===== src/rtl/i2cbm_pkg.sv =====
package i2cbm_pkg;

    typedef enum logic [2:0] {
        E_IDLE  = 3'd0,
        E_START = 3'd1,
        E_BIT   = 3'd2,
        E_ACK   = 3'd3,
        E_STOP  = 3'd4
    } eng_st_t;

    // control register bit positions
    localparam int C_STOP  = 0;
    localparam int C_START = 1;
    localparam int C_PAUSE = 2;
    localparam int C_ACK   = 4;
    localparam int C_READ  = 5;
    localparam int C_IE    = 6;
    localparam int C_BUSY  = 7;

    typedef struct packed {
        eng_st_t    st;
        logic [1:0] ph;
        logic [2:0] bitn;
        logic [7:0] tx;
        logic [7:0] rx;
        logic       owned;
        logic       rd;
        logic       stop;
        logic       ack_tx;
        logic       ack_rx;
        logic       done;
        logic       scl_low;
        logic       sda_low;
    } eng_t;

    typedef struct packed {
        logic [7:0] data;
        logic       stop;
        logic       start;
        logic       pause;
        logic       ack;
        logic       rd;
        logic       ie;
        logic       busy;
        logic       irq;
    } regs_t;

    // Line drive for a given sequencer position: {scl_low, sda_low}
    function automatic logic [1:0] bus_drive(eng_st_t st, logic [1:0] ph, logic owned,
                                             logic rd, logic tx7, logic ack_tx);
        logic scl_l;
        logic sda_l;
        scl_l = 1'b0;
        sda_l = 1'b0;
        case (st)
            E_IDLE: begin
                scl_l = owned;
            end
            E_START: begin
                case (ph)
                    2'd0:    scl_l = owned;
                    2'd1:    scl_l = 1'b0;
                    2'd2:    sda_l = 1'b1;
                    default: begin scl_l = 1'b1; sda_l = 1'b1; end
                endcase
            end
            E_BIT: begin
                scl_l = (ph == 2'd0) || (ph == 2'd3);
                sda_l = !rd && !tx7;
            end
            E_ACK: begin
                scl_l = (ph == 2'd0) || (ph == 2'd3);
                sda_l = rd && ack_tx;
            end
            E_STOP: begin
                scl_l = (ph == 2'd0);
                sda_l = (ph == 2'd0) || (ph == 2'd1);
            end
            default: begin
                scl_l = 1'b0;
                sda_l = 1'b0;
            end
        endcase
        return {scl_l, sda_l};
    endfunction

endpackage


===== src/rtl/i2cbm_tick.sv =====
module i2cbm_tick #(
    parameter int QDIV = 250
) (
    input  logic clk,
    input  logic rst_n,
    input  logic clr_i,
    output logic tick_o
);
    localparam int CW = (QDIV > 1) ? $clog2(QDIV) : 1;
    localparam logic [CW-1:0] LAST = CW'(QDIV - 1);

    logic [CW-1:0] cnt_d, cnt_q;

    always_comb begin
        cnt_d = cnt_q;
        if (clr_i || cnt_q == LAST) begin
            cnt_d = '0;
        end else begin
            cnt_d = cnt_q + 1'b1;
        end
    end

    always_ff @(posedge clk or negedge rst_n) begin
        if (!rst_n) cnt_q <= '0;
        else        cnt_q <= cnt_d;
    end

    assign tick_o = (cnt_q == LAST) && !clr_i;
endmodule


===== src/rtl/i2cbm_sync.sv =====
module i2cbm_sync #(
    parameter int STAGES = 2
) (
    input  logic clk,
    input  logic rst_n,
    input  logic d_i,
    output logic q_o
);
    logic [STAGES-1:0] sh_d, sh_q;

    always_comb begin
        sh_d = {sh_q[STAGES-2:0], d_i};
    end

    always_ff @(posedge clk or negedge rst_n) begin
        if (!rst_n) sh_q <= '1;
        else        sh_q <= sh_d;
    end

    assign q_o = sh_q[STAGES-1];
endmodule


===== src/rtl/i2cbm_engine.sv =====
module i2cbm_engine
    import i2cbm_pkg::*;
(
    input  logic       clk,
    input  logic       rst_n,
    input  logic       go_i,
    input  logic       start_i,
    input  logic       stop_i,
    input  logic       pause_i,
    input  logic       rd_i,
    input  logic       ack_tx_i,
    input  logic [7:0] tx_i,
    input  logic       tick_i,
    input  logic       sda_i,
    output logic       done_o,
    output logic [7:0] rx_o,
    output logic       ack_rx_o,
    output logic       scl_low_o,
    output logic       sda_low_o
);
    eng_t q, d;
    logic [1:0] drv;

    always_comb begin
        d      = q;
        d.done = 1'b0;
        if (q.st == E_IDLE) begin
            if (go_i) begin
                d.rd     = rd_i && !start_i;
                d.stop   = stop_i;
                d.ack_tx = ack_tx_i;
                d.tx     = tx_i;
                d.ph     = 2'd0;
                d.bitn   = 3'd7;
                if (pause_i) begin
                    if (stop_i && q.owned) d.st = E_STOP;
                    else                   d.done = 1'b1;
                end else if (start_i) begin
                    d.st = E_START;
                end else begin
                    d.st = E_BIT;
                end
            end
        end else if (tick_i) begin
            d.ph = q.ph + 2'd1;
            case (q.st)
                E_START: begin
                    if (q.ph == 2'd3) begin
                        d.st    = E_BIT;
                        d.bitn  = 3'd7;
                        d.owned = 1'b1;
                    end
                end
                E_BIT: begin
                    if (q.ph == 2'd2) d.rx = {q.rx[6:0], sda_i};
                    if (q.ph == 2'd3) begin
                        d.tx = {q.tx[6:0], 1'b0};
                        if (q.bitn == 3'd0) d.st = E_ACK;
                        else                d.bitn = q.bitn - 3'd1;
                    end
                end
                E_ACK: begin
                    if (q.ph == 2'd2) d.ack_rx = !sda_i;
                    if (q.ph == 2'd3) begin
                        if (q.stop) begin
                            d.st = E_STOP;
                        end else begin
                            d.st    = E_IDLE;
                            d.owned = 1'b1;
                            d.done  = 1'b1;
                        end
                    end
                end
                E_STOP: begin
                    if (q.ph == 2'd3) begin
                        d.st    = E_IDLE;
                        d.owned = 1'b0;
                        d.done  = 1'b1;
                    end
                end
                default: d.st = E_IDLE;
            endcase
        end
        drv       = bus_drive(d.st, d.ph, d.owned, d.rd, d.tx[7], d.ack_tx);
        d.scl_low = drv[1];
        d.sda_low = drv[0];
    end

    always_ff @(posedge clk or negedge rst_n) begin
        if (!rst_n) q <= '0;
        else        q <= d;
    end

    assign done_o    = q.done;
    assign rx_o      = q.rx;
    assign ack_rx_o  = q.ack_rx;
    assign scl_low_o = q.scl_low;
    assign sda_low_o = q.sda_low;

    // SDA held while SCL is high inside data/ack bits
    a_r10_sda_steady_scl_high: assert property (@(posedge clk) disable iff (!rst_n)
        (!q.scl_low && !$past(q.scl_low) &&
         (q.st == E_BIT || q.st == E_ACK) &&
         ($past(q.st) == E_BIT || $past(q.st) == E_ACK))
        |-> $stable(q.sda_low));

    // an idle, unowned bus is fully released
    a_r5_idle_released: assert property (@(posedge clk) disable iff (!rst_n)
        (q.st == E_IDLE && !q.owned) |-> (!q.scl_low && !q.sda_low));
endmodule


===== src/rtl/i2cbm_top.sv =====
module i2cbm_top
    import i2cbm_pkg::*;
#(
    parameter int CLK_HZ = 100_000_000,
    parameter int SCL_HZ = 100_000
) (
    input  logic       clk,
    input  logic       rst_n,
    input  logic       wr_en_i,
    input  logic       wr_ctrl_i,
    input  logic [7:0] wr_data_i,
    output logic [7:0] data_o,
    output logic [7:0] ctrl_o,
    output logic       irq_o,
    output logic       scl_oe_o,
    output logic       sda_oe_o,
    input  logic       sda_i
);
    localparam int QDIV_RAW = CLK_HZ / (4 * SCL_HZ);
    localparam int QDIV     = (QDIV_RAW < 2) ? 2 : QDIV_RAW;

    regs_t      q, d;
    logic       go;
    logic       tick;
    logic       sda_s;
    logic       done;
    logic [7:0] rx;
    logic       ack_rx;

    always_comb begin
        d  = q;
        go = 1'b0;
        if (wr_en_i && !q.busy) begin
            if (wr_ctrl_i) begin
                d.stop  = wr_data_i[C_STOP];
                d.start = wr_data_i[C_START];
                d.pause = wr_data_i[C_PAUSE];
                d.ack   = wr_data_i[C_ACK];
                d.rd    = wr_data_i[C_READ];
                d.ie    = wr_data_i[C_IE];
                d.busy  = wr_data_i[C_BUSY];
                d.irq   = 1'b0;
                go      = wr_data_i[C_BUSY];
            end else begin
                d.data = wr_data_i;
            end
        end
        if (done) begin
            d.busy = 1'b0;
            if (!q.pause) begin
                if (q.rd && !q.start) d.data = rx;
                else                  d.ack  = ack_rx;
            end
            if (q.ie) d.irq = 1'b1;
        end
    end

    always_ff @(posedge clk or negedge rst_n) begin
        if (!rst_n) q <= '0;
        else        q <= d;
    end

    i2cbm_tick #(.QDIV(QDIV)) u_tick (
        .clk    (clk),
        .rst_n  (rst_n),
        .clr_i  (go),
        .tick_o (tick)
    );

    i2cbm_sync #(.STAGES(2)) u_sync (
        .clk   (clk),
        .rst_n (rst_n),
        .d_i   (sda_i),
        .q_o   (sda_s)
    );

    i2cbm_engine u_eng (
        .clk       (clk),
        .rst_n     (rst_n),
        .go_i      (go),
        .start_i   (wr_data_i[C_START]),
        .stop_i    (wr_data_i[C_STOP]),
        .pause_i   (wr_data_i[C_PAUSE]),
        .rd_i      (wr_data_i[C_READ]),
        .ack_tx_i  (wr_data_i[C_ACK]),
        .tx_i      (q.data),
        .tick_i    (tick),
        .sda_i     (sda_s),
        .done_o    (done),
        .rx_o      (rx),
        .ack_rx_o  (ack_rx),
        .scl_low_o (scl_oe_o),
        .sda_low_o (sda_oe_o)
    );

    assign data_o = q.data;
    assign ctrl_o = {q.busy, q.ie, q.rd, q.ack, 1'b0, q.pause, q.start, q.stop};
    assign irq_o  = q.irq;

    // busy only falls on an engine completion
    a_r2_busy_falls_on_done: assert property (@(posedge clk) disable iff (!rst_n)
        $fell(q.busy) |-> $past(done));

    // data register holds against writes while busy
    a_r2_busy_write_ignored: assert property (@(posedge clk) disable iff (!rst_n)
        (wr_en_i && q.busy && !done) |=> (q.data == $past(q.data)) && (q.ie == $past(q.ie)));

    // interrupt rises only from a completion with enable set
    a_r11_irq_source: assert property (@(posedge clk) disable iff (!rst_n)
        $rose(q.irq) |-> ($past(done) && $past(q.ie)));
endmodule


===== config.mk =====
export PLATFORM = sky130hd
export DESIGN_NAME = i2cbm_top
export DESIGN_NICKNAME = d
export VERILOG_FILES = /design/src/rtl/i2cbm_pkg.sv /design/src/rtl/i2cbm_tick.sv /design/src/rtl/i2cbm_sync.sv /design/src/rtl/i2cbm_engine.sv /design/src/rtl/i2cbm_top.sv
export SDC_FILE = /design/constraint.sdc
export NUM_CORES = 1
export LEC_CHECK = 0
export CAP_MARGIN = 20
export CORE_ASPECT_RATIO = 0.9
export CORE_MARGIN = 2
export CORE_UTILIZATION = 50
export CTS_CLUSTER_SIZE = 40
export DETAILED_ROUTE_END_ITERATION = 16
export DONT_BUFFER_PORTS = 1
export SYNTH_ARGS = -nofsm -noshare
export SYNTH_HDL_FRONTEND = slang
export SYNTH_SLANG_ARGS = --single-unit

===== constraint.sdc =====
create_clock -name clk -period 6.5 [get_ports clk]
set_input_delay 1.3 -clock clk [delete_from_list [all_inputs] [get_ports clk]]
set_output_delay 1.3 -clock clk [all_outputs]
set_load 0.02 [all_outputs]

# Yosys cells after proc, flatten, opt, wreduce, memory -nomap -nowiden
# Cells that the tools add are included.
[word_totals] reg_bits=58 word_cells=138 output_inout_bits=19
[classes] bitwise=1 add_sub_neg=3 n_eq_ne=18 n_reduce_logical=37 mux=54
[op_table] op="$mux W16" count=4
[op_table] op="$mux W8" count=7
[op_table] op="$mux W3" count=12
[op_table] op="$mux W25" count=1
[op_table] op="$mux W1" count=20
[op_table] op="$eq A3 B2 Y1 const B" count=4
[op_table] op="$pmux W3 S4" count=1
[op_table] op="$reduce_and A4 Y1" count=3
[op_table] op="$mux W11" count=1
[op_table] op="$reduce_bool A2 Y1" count=5
[op_table] op="$logic_not A3 Y1" count=3
[op_table] op="$add A8 B1 Y8 const B" count=1
[op_table] op="$eq A2 B2 Y1 const B" count=4
[op_table] op="$eq A8 B8 Y1 const B" count=1
[op_table] op="$pmux W1 S4" count=2
[op_table] op="$logic_and A1 B1 Y1" count=7
[op_table] op="$logic_not A1 Y1" count=7
[op_table] op="$eq A3 B1 Y1 const B" count=2
[op_table] op="$eq A3 B3 Y1 const B" count=2
[op_table] op="$ne A3 B1 Y1 const B" count=2
[op_table] op="$pmux W3 S2" count=1
[op_table] op="$reduce_and A2 Y1" count=3
[op_table] op="$reduce_and A6 Y1" count=1
[op_table] op="$reduce_or A2 Y1" count=3
[op_table] op="other kinds (12)" count=16

# Longest topological paths before layout
[logic_depth] ltp_word=11 ltp_mapped=12 depth_no_buf=12

# Cells and area by module
# Synthesis repeated with hierarchy kept, for this count alone.
[hier_totals] hier_cells=290 hier_area_um2=3002.9
[modules_own_cells] mod="i2cbm_engine" area_each_um2=1770.4 seq_area_each_um2=800.8 instances=1 cells_per_inst=174
[modules_own_cells] mod="i2cbm_top" area_each_um2=744.5 seq_area_each_um2=400.4 instances=1 cells_per_inst=71
[modules_own_cells] mod="i2cbm_tick" area_each_um2=435.4 seq_area_each_um2=200.2 instances=1 cells_per_inst=43
[modules_own_cells] mod="i2cbm_sync" area_each_um2=52.6 seq_area_each_um2=52.6 instances=1 cells_per_inst=2

# Worst setup path before layout
# Ideal clock, no wire load.
[synth_path] path_type="in2reg" from="input wr_en_i" to="register u_eng.q (netlist bit u_eng.sda_low_o)" arrival_ns=2.925 t_required_ns=6.413 path_slack_ns=3.488 path_stages=10 cell_sequence="and4b_4 buf_6 nor3_1 nand2_1 o21ai_0 nand2_1 ha_1 o21ai_1 o2111ai_1 o211ai_1"
[synth_lines] item="start, declared" line_no="i2cbm_top.sv:9" source="input logic wr_en_i,"
[synth_lines] item="end signal, assigned" line_no="i2cbm_engine.sv:90" source="if (!rst_n) q <= '0;"
[synth_lines] item="end signal, assigned" line_no="i2cbm_engine.sv:91" source="else q <= d;"
[synth_lines] item="end, declared" line_no="i2cbm_engine.sv:21" source="eng_t q, d;"

==> impl_metrics.ini <==
[outcome]
status = finished, final reports clean

[clocking]
cts_resized = 0
hold_buffers = 0
cts_sinks = 58
clk_latency_ns = 0.34
cts_buffers = 9
root_buffer = clkbuf_8
clk_pin_slew_ns = 0.06
cts_tree = yes
clk_path_buf_depth = 2
postCtsSetupBuffers = 0
htreeDepth = 3

[synthesis]
ys_seq_area_share_pct = 50.39
yosysWarnings = 0
synthCells = 276
synth_top_area_share_pct = 48.57
async_reset_ff_share_pct = 100.0
synth_edf_count = 0
synth.area.top_cells = dfrtp_1 (49%), mux2_2 (5.1%), nand2_1 (5.1%)
synth_top_area_cell = dfrtp_1
netlist-cell-type-count = 59
avgSynthCellArea_um2 = 10.45
synth_ff_type = dfrtp_1
syn_area_um2 = 2885
syn_nets = 297
ys_seq_elements = 58

[power]
clockPowerShare_pct = 29.3
p_seq_share_pct = 56.1
p_leak_uw = 0.001369
ir_drop_uv = 192.8
power_frac_comb_pct = 14.7
switchingPower_uw = 369.0
switching_share_pct = 34.18
p_int_uw = 710.5
cellPowerDensity_nw_per_um2 = 345.0

[floorplanning]
die_w_um = 84.08
start_util_pct = 51.27
core_area_um2 = 5628
io_pins = 32
die_h_um = 76.07
rows = 26
die_area_um2 = 6395

[global_route]
first_global_vias = 2027
grt_overflow_total = 0
grt_usage_pct = 21.31
antenna_found_initial = 0
grt_max_degree = 59
grt_pass1_wl_mm = 10.51

[cells_and_area]
synthToLayoutAreaGrowth_pct = 8.456
ff_latch_area_um2 = 1454
fill_cells = 515
drive_above_1_share_pct = 15.14
num_antenna_cells = 0
fin_util_pct = 55.60
nets = 301
multi_input_area_um2 = 1338

[hold_path]
hold_path.class = reg2reg

[route]
first_pass_iters = 4
antenna_left = 0
vias = 2075
routed_wl_mm = 6.191
drt_iter0_drc = 166
post_drt_via_cell_ratio = 5.862
route.detailed.drc = 0
avgRoutedWirePerCell_um = 17.49

[timing]
finalCritPeriodShare_pct = 43.64
tightest_slew_ns = 0.7991
setup_viol = 0
slew_violations = 0
hold_ws_ns = 0.3600
rsz0062_at_grt = no
max_freq_mhz = 352.5
period_minus_slack_ns = 2.837
final_hold_viol_count = 0
fin_setup_tns_ns = 0
slew_headroom_pct = 46.53
fin_worst_skew_ns = 0.01017

[critical_path]
worstPathArrival_ns = 3.09
startpoint_type = input pin
crit_path_end_kind = flip-flop
required_ns = 6.75
critical_path_class = in2reg
path_max_fanout = 12

[placed_design]
port_buffers = 0
place_congestion = 0.9020
dpl.hpwl_mm = 4.413

[run]
maxCapViolations = 0
power groups by stage:
stage / registers (uW) / logic, uW / clock network (uW)
2_1_floorplan: 579 / 141 / 0
5_1_grt: 619 / 181 / 340
4_1_cts: 607 / 160 / 325
3_5_place_dp: 613 / 159 / 0
3_3_place_gp: 611 / 155 / 0
6_report: 605 / 158 / 316
kinds of logic after synthesis:
logic type	synth area share [%]
compound gates	12.92
other cells	0.1300
simple gates	20.12
buf+inv	3.252
xor+xnor	1.518
flops	50.39
mux	8.196
fa+ha+maj	3.469
layer usage:
metal	GRT usage [%]	vias up	wire (um)
li1	-	985	-
met1	28.78	1017	2862
met2	30.00	57	2784
met3	8.451	16	391
met4	10.00	0	153
met5	0	-	0
stage by stage:
stage	instance area (um^2)	power [uW]	std cells	worst slack, ns
after global placement	2939	766.1	339	3.368
final	3129	1080	354	3.663
after detailed placement	2939	772.5	339	3.345
after floorplan	2885	720.3	276	3.488
after CTS	3129	1092	354	3.688
after global routing	3129	1140	354	3.397
cells in the final DEF, fill, tap and decap left out, drive strengths merged, types with 6 or more instances in the layout:
master	Yosys	final
dfrtp	56	56
nand2	39	39
nor2	21	21
o21ai	20	20
clkbuf	3	14
mux2	13	13
inv	12	12
a21oi	12	12
mux2i	9	9
nand3	8	8
ha	8	8
a22oi	6	6
worst paths after layout:
check / start / slack [ns] / end / depth (start not counted)
setup / recovery: wr_en_i / 3.66 / u_eng.sda_low_o / 9
max in group asynchronous: rst_n / 5.66 / u_sync.sh_q[0] / 0
hold reg to reg: u_sync.sh_q[0] / 0.36 / u_sync.sh_q[1] / 0
hold / removal: u_sync.sh_q[0] / 0.36 / u_sync.sh_q[1] / 0
setup reg to reg: u_eng.q[29] / 3.84 / u_eng.sda_low_o / 6
min in group asynchronous: rst_n / 0.65 / u_tick.cnt_q[4] / 0
registers in the layout, summed over array words and instances, names as in the netlist:
register	flops
ctrl_o	7
data_o	8
irq_o	1
u_eng.ack_rx_o	1
u_eng.done_o	1
u_eng.q	20
u_eng.rx_o	8
u_eng.scl_low_o	1
u_eng.sda_low_o	1
u_sync.sh_q	2
u_tick.cnt_q	8
layout make-up:
cell class | count | share of cell area, %
sequential | 58 | 46.46
multi-input combinational | 197 | 42.74
clock buffer | 14 | 5.838
tap | 70 | 2.799
inverter | 12 | 1.439
timing repair buffer | 2 | 0.4798
clock inverter | 1 | 0.2399
cell usage after synthesis, drive strengths merged, types with 6 or more instances:
cell	instances
mux2i	9
a22oi	6
ha	8
a21oi	12
dfrtp	56
mux2	13
nand2	39
inv	12
nor2	21
o21ai	20
nand3	8
buf	6
critical path, cell delays in order:
cell and delay [ns]:
and4b_4 0.25, nor3_1 0.32, nand2_1 0.21, o21ai_0 0.24, nand2_1 0.11, ha_1 0.24
o21ai_1 0.18, o2111ai_1 0.12, o211ai_1 0.11
(Power assumes the default switching activity.)
